--- config.mk ---
export PLATFORM = sky130hd
export DESIGN_NAME = hdm_dispatch
export DESIGN_NICKNAME = d
export VERILOG_FILES = /design/src/rtl/hdm_pkg.sv /design/src/rtl/hdm_slot_bank.sv /design/src/rtl/hdm_event_bind.sv /design/src/rtl/hdm_dispatch.sv
export SDC_FILE = /design/constraint.sdc
export NUM_CORES = 2
export LEC_CHECK = 0
export ABC_AREA = 1
export BUFFER_PORTS_ARGS = -buffer_cell sky130_fd_sc_hd__buf_2
export CORE_MARGIN = 3
export CORE_UTILIZATION = 40
export CTS_CLUSTER_SIZE = 10
export DETAILED_ROUTE_END_ITERATION = 7
export PLACE_DENSITY = 0.62
export SLEW_MARGIN = 25
export SYNTH_ARGS = -nofsm -noshare
export SYNTH_HDL_FRONTEND = slang
export SYNTH_SLANG_ARGS = --single-unit
--- constraint.sdc ---
create_clock -name clk -period 10.9 [get_ports clk]
set_input_delay 1.09 -clock clk [delete_from_list [all_inputs] [get_ports clk]]
set_output_delay 1.09 -clock clk [all_outputs]
set_load 0.05 [all_outputs]
--- src/rtl/hdm_pkg.sv ---
package hdm_pkg;
   typedef enum logic [1:0] {
      CLS_PRG_RD = 2'd0,
      CLS_PRG_WR = 2'd1,
      CLS_CHR_RD = 2'd2,
      CLS_CHR_WR = 2'd3
   } acc_cls_e;

   localparam int          NUM_CLASS   = 4;
   localparam logic [5:0]  OP_BIND_HI  = 6'b000100;
   localparam logic [7:0]  OP_EVT_RST  = 8'h18;
   localparam logic [7:0]  OP_EVT_DIRQ = 8'h19;

   function automatic logic is_write_cls(input logic [1:0] c);
      return c[0];
   endfunction
endpackage

--- src/rtl/hdm_slot_bank.sv ---
module hdm_slot_bank #(
   parameter int ADDR_W = 16,
   parameter int SUB_W  = 8,
   parameter int SLOTS  = 8
) (
   input  logic              clk,
   input  logic              rst_n,
   input  logic              wr_en,
   input  logic [ADDR_W-1:0] wr_start,
   input  logic [ADDR_W-1:0] wr_end,
   input  logic [ADDR_W-1:0] wr_mask,
   input  logic [SUB_W-1:0]  wr_sub,
   input  logic [ADDR_W-1:0] lk_addr,
   output logic              lk_hit,
   output logic [SUB_W-1:0]  lk_sub
);
   localparam int PTR_W = $clog2(SLOTS);

   logic [ADDR_W-1:0] st_q [SLOTS];
   logic [ADDR_W-1:0] en_q [SLOTS];
   logic [ADDR_W-1:0] mk_q [SLOTS];
   logic [SUB_W-1:0]  sb_q [SLOTS];
   logic [SLOTS-1:0]  vld_q;
   logic [PTR_W-1:0]  wptr_q;
   logic [SLOTS-1:0]  match;

   // occupancy and round-robin write pointer (oldest entry is next)
   always_ff @(posedge clk) begin
      if (!rst_n) begin
         vld_q  <= '0;
         wptr_q <= '0;
      end else if (wr_en) begin
         vld_q[wptr_q] <= 1'b1;
         wptr_q        <= wptr_q + 1'b1;
      end
   end

   // payload storage, no reset needed: guarded by vld_q
   always_ff @(posedge clk) begin
      if (wr_en) begin
         st_q[wptr_q] <= wr_start;
         en_q[wptr_q] <= wr_end;
         mk_q[wptr_q] <= wr_mask;
         sb_q[wptr_q] <= wr_sub;
      end
   end

   for (genvar i = 0; i < SLOTS; i++) begin : g_cmp
      assign match[i] = vld_q[i]
                        && (lk_addr >= st_q[i])
                        && (lk_addr <= en_q[i])
                        && (((lk_addr ^ st_q[i]) & mk_q[i]) == '0);
   end

   // walk from oldest to newest; a later match overrides an earlier one
   always_comb begin
      lk_hit = 1'b0;
      lk_sub = '0;
      for (int k = 0; k < SLOTS; k++) begin
         logic [PTR_W-1:0] idx;
         idx = wptr_q + PTR_W'(k);
         if (match[idx]) begin
            lk_hit = 1'b1;
            lk_sub = sb_q[idx];
         end
      end
   end
endmodule

--- src/rtl/hdm_event_bind.sv ---
module hdm_event_bind #(
   parameter int         SUB_W  = 8,
   parameter logic [7:0] OPCODE = 8'h18
) (
   input  logic             clk,
   input  logic             rst_n,
   input  logic             cfg_valid,
   input  logic [7:0]       cfg_op,
   input  logic [SUB_W-1:0] cfg_sub,
   output logic             bound,
   output logic [SUB_W-1:0] sub
);
   always_ff @(posedge clk) begin
      if (!rst_n) begin
         bound <= 1'b0;
         sub   <= '0;
      end else if (cfg_valid && (cfg_op == OPCODE)) begin
         bound <= 1'b1;
         sub   <= cfg_sub;
      end
   end
endmodule

--- src/rtl/hdm_dispatch.sv ---
module hdm_dispatch
   import hdm_pkg::*;
#(
   parameter int ADDR_W = 16,
   parameter int DATA_W = 8,
   parameter int SUB_W  = 8,
   parameter int SLOTS  = 8
) (
   input  logic              clk,
   input  logic              rst_n,
   input  logic              cfg_valid,
   input  logic [7:0]        cfg_op,
   input  logic [SUB_W-1:0]  cfg_sub,
   input  logic [ADDR_W-1:0] cfg_start,
   input  logic [ADDR_W-1:0] cfg_end,
   input  logic [ADDR_W-1:0] cfg_mask,
   input  logic              acc_strobe,
   input  logic [1:0]        acc_class,
   input  logic [ADDR_W-1:0] acc_addr,
   input  logic [DATA_W-1:0] acc_data,
   output logic              hit_valid,
   output logic              hit_found,
   output logic [SUB_W-1:0]  hit_sub,
   output logic [ADDR_W-1:0] hit_p0,
   output logic [ADDR_W-1:0] hit_p1,
   output logic              rst_bound,
   output logic [SUB_W-1:0]  rst_sub,
   output logic              dirq_bound,
   output logic [SUB_W-1:0]  dirq_sub
);
   if (SLOTS < 2 || (SLOTS & (SLOTS - 1)) != 0) begin : g_bad_slots
      $error("hdm_dispatch: SLOTS must be a power of two, at least 2");
   end
   if (ADDR_W < DATA_W) begin : g_bad_width
      $error("hdm_dispatch: ADDR_W must cover DATA_W");
   end

   logic             cls_hit [NUM_CLASS];
   logic [SUB_W-1:0] cls_sub [NUM_CLASS];
   logic             bind_cmd;

   assign bind_cmd = cfg_valid && (cfg_op[7:2] == OP_BIND_HI);

   for (genvar c = 0; c < NUM_CLASS; c++) begin : g_class
      hdm_slot_bank #(
         .ADDR_W(ADDR_W), .SUB_W(SUB_W), .SLOTS(SLOTS)
      ) u_bank (
         .clk     (clk),
         .rst_n   (rst_n),
         .wr_en   (bind_cmd && (cfg_op[1:0] == 2'(c))),
         .wr_start(cfg_start),
         .wr_end  (cfg_end),
         .wr_mask (cfg_mask),
         .wr_sub  (cfg_sub),
         .lk_addr (acc_addr),
         .lk_hit  (cls_hit[c]),
         .lk_sub  (cls_sub[c])
      );
   end

   hdm_event_bind #(.SUB_W(SUB_W), .OPCODE(OP_EVT_RST)) u_evt_rst (
      .clk(clk), .rst_n(rst_n), .cfg_valid(cfg_valid), .cfg_op(cfg_op),
      .cfg_sub(cfg_sub), .bound(rst_bound), .sub(rst_sub)
   );

   hdm_event_bind #(.SUB_W(SUB_W), .OPCODE(OP_EVT_DIRQ)) u_evt_dirq (
      .clk(clk), .rst_n(rst_n), .cfg_valid(cfg_valid), .cfg_op(cfg_op),
      .cfg_sub(cfg_sub), .bound(dirq_bound), .sub(dirq_sub)
   );

   // result stage: captured once per strobe, held otherwise
   always_ff @(posedge clk) begin
      if (!rst_n) begin
         hit_valid <= 1'b0;
         hit_found <= 1'b0;
         hit_sub   <= '0;
         hit_p0    <= '0;
         hit_p1    <= '0;
      end else begin
         hit_valid <= acc_strobe;
         if (acc_strobe) begin
            hit_found <= cls_hit[acc_class];
            hit_sub   <= cls_hit[acc_class] ? cls_sub[acc_class] : '0;
            hit_p0    <= acc_addr;
            hit_p1    <= is_write_cls(acc_class) ? ADDR_W'(acc_data) : '0;
         end
      end
   end
endmodule

=== Word-level counts from Yosys, hierarchy flattened ===
Memories as Yosys holds them, arrays and structs flattened. A register that Yosys moved wholly into a read port is not among the register bits.
Index checks and enable logic that the tools add are counted.

* Register bits: 104
* Bits in writable memories: 1,792
* Input bits: 94
* Word-level logic and storage cells: 537
* Memories: 16

{| class="wikitable"
|+ Memories
! name !! depth !! bits a word !! rd ports !! clocked after memory_dff !! wr ports !! line !! RTL
|-
| g_class[0].u_bank.en_q || 8 || 16 || 8 || 0 || 1 || hdm_slot_bank.sv:20 || <nowiki>logic [ADDR_W-1:0] en_q [SLOTS];</nowiki>
|-
| g_class[0].u_bank.mk_q || 8 || 16 || 8 || 0 || 1 || hdm_slot_bank.sv:21 || <nowiki>logic [ADDR_W-1:0] mk_q [SLOTS];</nowiki>
|-
| g_class[0].u_bank.st_q || 8 || 16 || 8 || 0 || 1 || hdm_slot_bank.sv:19 || <nowiki>logic [ADDR_W-1:0] st_q [SLOTS];</nowiki>
|-
| g_class[1].u_bank.en_q || 8 || 16 || 8 || 0 || 1 || hdm_slot_bank.sv:20 ||
|-
| g_class[1].u_bank.mk_q || 8 || 16 || 8 || 0 || 1 || hdm_slot_bank.sv:21 ||
|-
| g_class[1].u_bank.st_q || 8 || 16 || 8 || 0 || 1 || hdm_slot_bank.sv:19 ||
|-
| +10 memories || - || - || - || - || - || - ||
|}

* Add/sub/neg operators: 28
* Magnitude comparators: 101
* Equal/unequal tests: 6
* Multiplexer cells: 160
* Bitwise logic cells: 69
* Reductions and logical operators: 140

{| class="wikitable"
|+ Operator list
! operator !! count
|-
| 16-bit bitwise AND || 32
|-
| 16-bit >= comparator || 32
|-
| 16-bit less-or-equal comparator || 32
|-
| 16-bit zero test || 32
|-
| 16-bit bitwise XOR || 32
|-
| 8-bit two-way mux || 36
|-
| 3-bit by 4-bit less-than comparator with 1-bit output (second input constant) || 32
|-
| 1-bit logical AND || 107
|-
| 1-bit binary-select mux with 3-bit select || 32
|-
| 1-bit two-way mux || 78
|-
| 3-bit adder (second input constant) || 16
|-
| 8-bit OR || 4
|-
| 3-bit by 2-bit adder with 3-bit output (second input constant) || 8
|-
| 3-bit two-way mux || 8
|-
| 8-bit binary-select mux with 2-bit select || 1
|-
| 8-bit by 5-bit equality test with 1-bit output (second input constant) || 2
|-
| 3-bit by 1-bit adder with 3-bit output (second input constant) || 4
|-
| 1-bit demux with 3-bit select || 4
|-
| 3-bit by 1-bit >= comparator with 1-bit output (second input constant) || 4
|-
| 6-bit by 3-bit equality test with 1-bit output (second input constant) || 1
|-
| 2-bit equality test (second input constant) || 2
|-
| 3-bit >= comparator (second input constant) || 1
|-
| 2-bit inverter with 3-bit output || 1
|-
| 1-bit binary-select mux with 2-bit select || 1
|-
| 2 further kinds || 2
|}

=== Logic depth before layout (Yosys ltp) ===
* Depth after elaboration: 18
* Depth in mapped cells: 32

=== Cells and area by module ===
From an unflattened synthesis, not the netlist that was laid out.

* Cell total of the unflattened synthesis: 11,644
* Area total of the unflattened synthesis: 106,936.3 µm²

{| class="wikitable"
|+ By module, submodules not included
! module !! times used !! cells an instance !! area an instance (µm²)
|-
| hdm_slot_bank at g_class[0].u_bank ... || 3 || 2,821 || 26,113.8
|-
| hdm_slot_bank at g_class[3].u_bank || 1 || 2,775 || 25,934.9
|-
| hdm_dispatch || 1 || 271 || 1,770.4
|-
| hdm_event_bind at u_evt_dirq || 1 || 69 || 452.9
|-
| hdm_event_bind at u_evt_rst || 1 || 66 || 436.7
|}

=== Worst setup path before layout ===
Ideal clock, no wire load.

* Path type: input -> register
* From: input port cfg_op[5]
* To: memory g_class[2].u_bank.en_q[1][0], enable pin
* Data arrival time: 4.778 ns
* Required time: 10.429 ns
* Path slack: 5.651 ns
* Cell stages on the path: 8
* Cell sequence: nor4_1 and2_1 inv_1 nor3_1 inv_1 nor2_1 inv_1 nor2_1

* Cells in the longest elaborated chain, start to end: 5

{| class="wikitable"
|+ RTL lines
! what !! line !! RTL
|-
| from (decl) || hdm_dispatch.sv:12 || <nowiki>input logic [7:0] cfg_op,</nowiki>
|-
| 6-bit by 3-bit equality test with 1-bit output || hdm_dispatch.sv:42 || <nowiki>assign bind_cmd = cfg_valid && (cfg_op[7:2] == OP_BIND_HI);</nowiki>
|-
| 1-bit logical AND || hdm_dispatch.sv:42 ||
|-
| 1-bit logical AND || hdm_dispatch.sv:50 || <nowiki>.wr_en (bind_cmd && (cfg_op[1:0] == 2'(c))),</nowiki>
|-
| 1-bit two-way mux || hdm_slot_bank.sv:40 || <nowiki>if (wr_en) begin</nowiki>
|-
| 1-bit two-way mux (implied by the code) || hdm_slot_bank.sv:42 || <nowiki>en_q[wptr_q] <= wr_end;</nowiki>
|-
| to (decl) || hdm_slot_bank.sv:20 ||
|}

No other way between the ends.

=== Worst setup path in the final report ===
* From: input port acc_addr[2]
* To: register hit_sub[3]

* Cells in the longest elaborated chain, start to end: 18
* Elaborated cells between the ends (all ways): 391
* Classes of those cells: 64 x order compare; 135 x mux; 64 x bitwise; 128 x reduce/logical

{| class="wikitable"
|+ RTL lines
! what !! line !! RTL
|-
| from (decl) || hdm_dispatch.sv:19 || <nowiki>input logic [ADDR_W-1:0] acc_addr,</nowiki>
|-
| 16-bit >= comparator / 16-bit bitwise XOR (equally long branches) || hdm_slot_bank.sv:50, hdm_slot_bank.sv:52 ||
|-
| 1-bit logical AND / 16-bit bitwise AND (equally long branches) || hdm_slot_bank.sv:50, hdm_slot_bank.sv:52 ||
|-
| 1-bit logical AND / 16-bit zero test (equally long branches) || hdm_slot_bank.sv:51, hdm_slot_bank.sv:52 ||
|-
| 1-bit logical AND || hdm_slot_bank.sv:52 || <nowiki>&& (((lk_addr ^ st_q[i]) & mk_q[i]) == '0);</nowiki>
|-
| 1-bit binary-select mux with 3-bit select || hdm_slot_bank.sv:62 || <nowiki>if (match[idx]) begin</nowiki>
|-
| 1-bit two-way mux (implied by the code) || hdm_slot_bank.sv:62 ||
|-
| 8-bit two-way mux / 1-bit two-way mux (equally long branches) (8 in series) || hdm_slot_bank.sv:62 ||
|-
| 8-bit binary-select mux with 2-bit select / 1-bit binary-select mux with 2-bit select (equally long branches) || hdm_dispatch.sv:83 || <nowiki>hit_sub <= cls_hit[acc_class] ? cls_sub[acc_class] : '0;</nowiki>
|-
| 8-bit two-way mux (implied by the code) / 1-bit two-way mux (equally long branches) (2 in series) || hdm_dispatch.sv:83 ||
|-
| 8-bit two-way mux * || hdm_dispatch.sv:83 ||
|-
| to (signal assigned) || hdm_dispatch.sv:83 ||
|-
| to (decl) || hdm_dispatch.sv:23 || <nowiki>output logic [SUB_W-1:0] hit_sub,</nowiki>
|}

Every way passes the cells marked *; elsewhere a longest branch is shown, timed or not. The select of a mux whose other input is x is not followed.
A chain may end at the register's enable or synchronous reset.

==> out/results.tsv <==
stage	metric	value	unit
outcome	status	finished clean	
min_path	min_path_type	reg -> reg	
logic_synthesis	ys_warn_count	0	
routing	post_drt_wl_per_cell	21.5	um
logic_synthesis	ys.flop_type	edfxtp_1	
power	clockPowerShare	42.6	%
cells_and_area	area_growth	11.3	%
logic_synthesis	seq_area_frac_synth	53.1	%
timing	relSlewSlack	26.9	%
timing	slew_violations	0	
power	p_per_area	135	nW/um2
cts	numCtsBuffers	215	
power	peakVddDrop	0.000178	V
routing	drtPass1Iterations	6	
routing	drt-initial-drc-count	8824	
worst_setup_path	cp-start-kind	input port	
worst_setup_path	cp_max_fo	35	
cells_and_area	multi_input_comb_area	40000	um2
logic_synthesis	synthDistinctLibCells	50	
power	leakagePower	52.6	nW
cts	postCtsSetupRepairBufs	0	
floorplanning	ios	154	
cts	holdBufCountCts	0	
place	hpwl	197	mm
timing	hold_viol	0	
global_route	grt_overflow	0	
timing	post-route-period-util	47.8	%
floorplanning	rows	187	
worst_setup_path	r2r_start	g_class[2].u_bank.wptr_q[1]	
cells_and_area	fillers	24700	
cells_and_area	area.sequential	56000	um2
cells_and_area	final_area	117000	um2
floorplanning	start_util	40.4	%
floorplanning	die_x	519	um
global_route	grt_start_max_net_pins	93	
floorplanning	die_area	270000	um2
power	power	15.8	mW
cts	tritoncts	done	
worst_setup_path	criticalPathCategory	in -> reg	
routing	vias	78600	
global_route	antenna_found_initial	20	
cts	clkSinkCount	1900	
worst_setup_path	cp-end-kind	flop	
cells_and_area	layout-drive-gt1-share	5.66	%
timing	rsz0062_at_grt	false	
timing	tightest_slew	1.10	ns
cells_and_area	finalNetCount	12600	
place	routabilityCongestion	0.939	
cts	worstSkewPairLatency	0.86	ns
cts	cts_buffer_depth	3	
cts	htree_levels	4	
cts	ctsResizeCount	0	
worst_setup_path	startpoint	acc_addr[2]	
global_route	grt.total_usage	23.5	%
routing	avgViaCountPerCell	5.20	
timing	setup-tns-final	0	ns
place	placed_area	111000	um2
logic_synthesis	synth_cells	11200	
timing	fin_crit	5.21	ns
routing	post-route-drc-count	0	
power	seqPwrFrac	50.6	%
power	internal-power	12.0	mW
global_route	grt_pass1_vias	72500	
power	pwr-share-comb	6.8	%
place	io_buffers	145	
floorplanning	core_area	261000	um2
run	maxCapViolations	0	
floorplanning	die_h	519	um
power	switchingPower	3.77	mW
routing	routed_wl	325	mm
power	swShare	23.9	%
cells_and_area	final_core_util	44.9	%
logic_synthesis	synth_edf_count	1792	
logic_synthesis	postSynth.asyncResetShare	0	%
timing	whs	0.440	ns
timing	fin_skew	0.0493	ns
cts	cts.clk_slew.worst_paths	0.07	ns
worst_setup_path	cp.arrival	5.92	ns
worst_setup_path	worstPathRequired	11.61	ns
timing	setup_viol	0	
timing	clock.fmax	192	MHz
global_route	grt_first_pass_wirelength	472	mm
logic_synthesis	synthesis.area	105000	um2
min_path	holdCritStartpoint	u_evt_rst.sub[7]	
cts	cts_root_buf	clkbuf_16	
logic_synthesis	synth_seq_cells	1900	
logic_synthesis	avgSynthCellArea	9.40	um2
routing	ant_nets	0	
## critical path, stage by stage
cell     delay, ns
buf_6         0.43
buf_4         0.72
ha_1          0.29
o21ai_0       0.09
nor2_1        0.10
nand2_1       0.06
nor2_1        0.09
nand2_1       0.05
a21oi_1       0.65
nand2_1       0.38
nand2_1       0.14
nand2_1       0.07
nand2_1       0.06
nand2_1       0.07
nand2_1       0.06
nand2_1       0.31
inv_1         0.28
o21ai_0       0.12
nand2_1       0.07
inv_1         0.05
nand2_1       0.06
nand2_1       0.05
nand2_1       0.06
nand2_1       0.13
nand2_1       0.10
nand2_1       0.05
nand3_1       0.08
a21oi_1       0.08
## stage by stage
stage / instances / setup slack, ns
after floorplan: 11200 / 5.65
after global placement: 14700 / 4.86
after detailed placement: 14700 / 4.87
after CTS: 15100 / 5.78
after global routing: 15100 / 5.39
final: 15100 / 5.69
## registers in the layout, indices dropped and copies added, names as in the netlist, 12 cells and up, named ones only
signal and cells:
g_class.u_bank.en_q 512, g_class.u_bank.mk_q 512, g_class.u_bank.sb_q 256, g_class.u_bank.st_q 512, g_class.u_bank.vld_q 32, hit_p0 16
g_class.u_bank.wptr_q 12
## kinds of logic after synthesis
| family | after synthesis | share of synthesized area [%] |
|---|---|---|
| multiplexers | 119 | 1.13 |
| adder cells (fa/ha/maj) | 1048 | 12.4 |
| AND/OR/NAND/NOR | 3608 | 13.9 |
| other | 1 | 0.00356 |
| buffers and inverters | 2541 | 9.20 |
| AO/OA/AOI/OAI | 1988 | 10.2 |
| XOR/XNOR | 8 | 0.0807 |
| flip-flops | 1900 | 53.1 |
## cell usage after synthesis, types with 32 or more instances
cell / instances / area share, %
inv_1: 2254 / 8.0
buf_2: 58 / 0.28
o22ai_1: 84 / 0.50
dfxtp_1: 108 / 2.1
edfxtp_1: 1792 / 51
nand4_1: 125 / 0.74
nor2_1: 515 / 1.8
ha_1: 1048 / 12
clkbuf_1: 158 / 0.56
nor3_1: 57 / 0.27
o21a_1: 82 / 0.58
o21ai_1: 40 / 0.19
o21bai_1: 32 / 0.23
o211ai_1: 70 / 0.50
a21oi_1: 730 / 3.5
nand3_1: 291 / 1.4
o21ai_0: 880 / 4.2
nand2_1: 2553 / 9.1
mux2i_1: 119 / 1.1
a22oi_1: 32 / 0.23
## layout make-up
class                      instances  share of cell area (%)
sequential                      1900                    47.8
timing repair buffer             282                    1.59
tap                             3496                    3.73
clock buffer                     346                    5.11
inverter                        2291                    7.34
multi-input combinational       6779                    34.1
clock inverter                    22                   0.330
antenna                            6                  0.0128
## metal layers
| metal | track usage [%] | vias up | share of wire (%) | wire length, um |
|---|---|---|---|---|
| met3 | 3.52 | 513 | 8.9 | 28900 |
| li1 | - | 37800 | - | - |
| met5 | 0 | - | 0.0025 | 8 |
| met1 | 33.6 | 37000 | 44 | 144000 |
| met4 | 6.34 | 2 | 2.7 | 8670 |
| met2 | 37.2 | 3226 | 44 | 144000 |
## power groups by stage
stage | Sequential (mW) | Combinational [mW] | Clock [mW]
3_5_place_dp | 8.14 | 1.07 | 0
2_1_floorplan | 8.17 | 0.472 | 0
5_1_grt | 7.99 | 1.18 | 7.12
6_report | 7.99 | 1.08 | 6.73
3_3_place_gp | 8.14 | 1.06 | 0
4_1_cts | 7.99 | 1.07 | 6.84
## path summary, 6_finish.rpt
check	endpoint	slack (ns)	cells after the start
worst min register to register	u_evt_rst.sub[7]	0.44	2
worst max register to register	hit_sub[4]	6.31	18
worst max-delay path	hit_sub[3]	5.69	28
worst min-delay path	u_evt_rst.sub[7]	0.44	2
## layout by cell type (no fill, tap or decap), types with 6 or more instances in the layout
cell / instances
clkinv_1: 20
o21a_1: 82
nand4_1: 125
buf_2: 127
nor2_4: 32
dfxtp_1: 104
buf_6: 15
a22oi_1: 32
nand3_1: 291
o21ai_0: 880
o31ai_1: 7
a21oi_2: 12
a31oi_1: 8
a21oi_1: 728
nor3_1: 57
clkbuf_16: 218
clkbuf_1: 122
nand2_2: 23
buf_4: 139
clkinv_16: 8
o211ai_1: 70
nor2_1: 483
diode_2: 6
conb_1: 8
o22ai_1: 84
clkbuf_8: 6
ha_1: 1047
edfxtp_1: 1792
o21bai_1: 32
mux2i_1: 119
inv_2: 21
nand2_1: 2553
o21ai_1: 40
nor3_2: 14
and2_1: 6
inv_1: 2251
(Power assumes the default switching activity.)
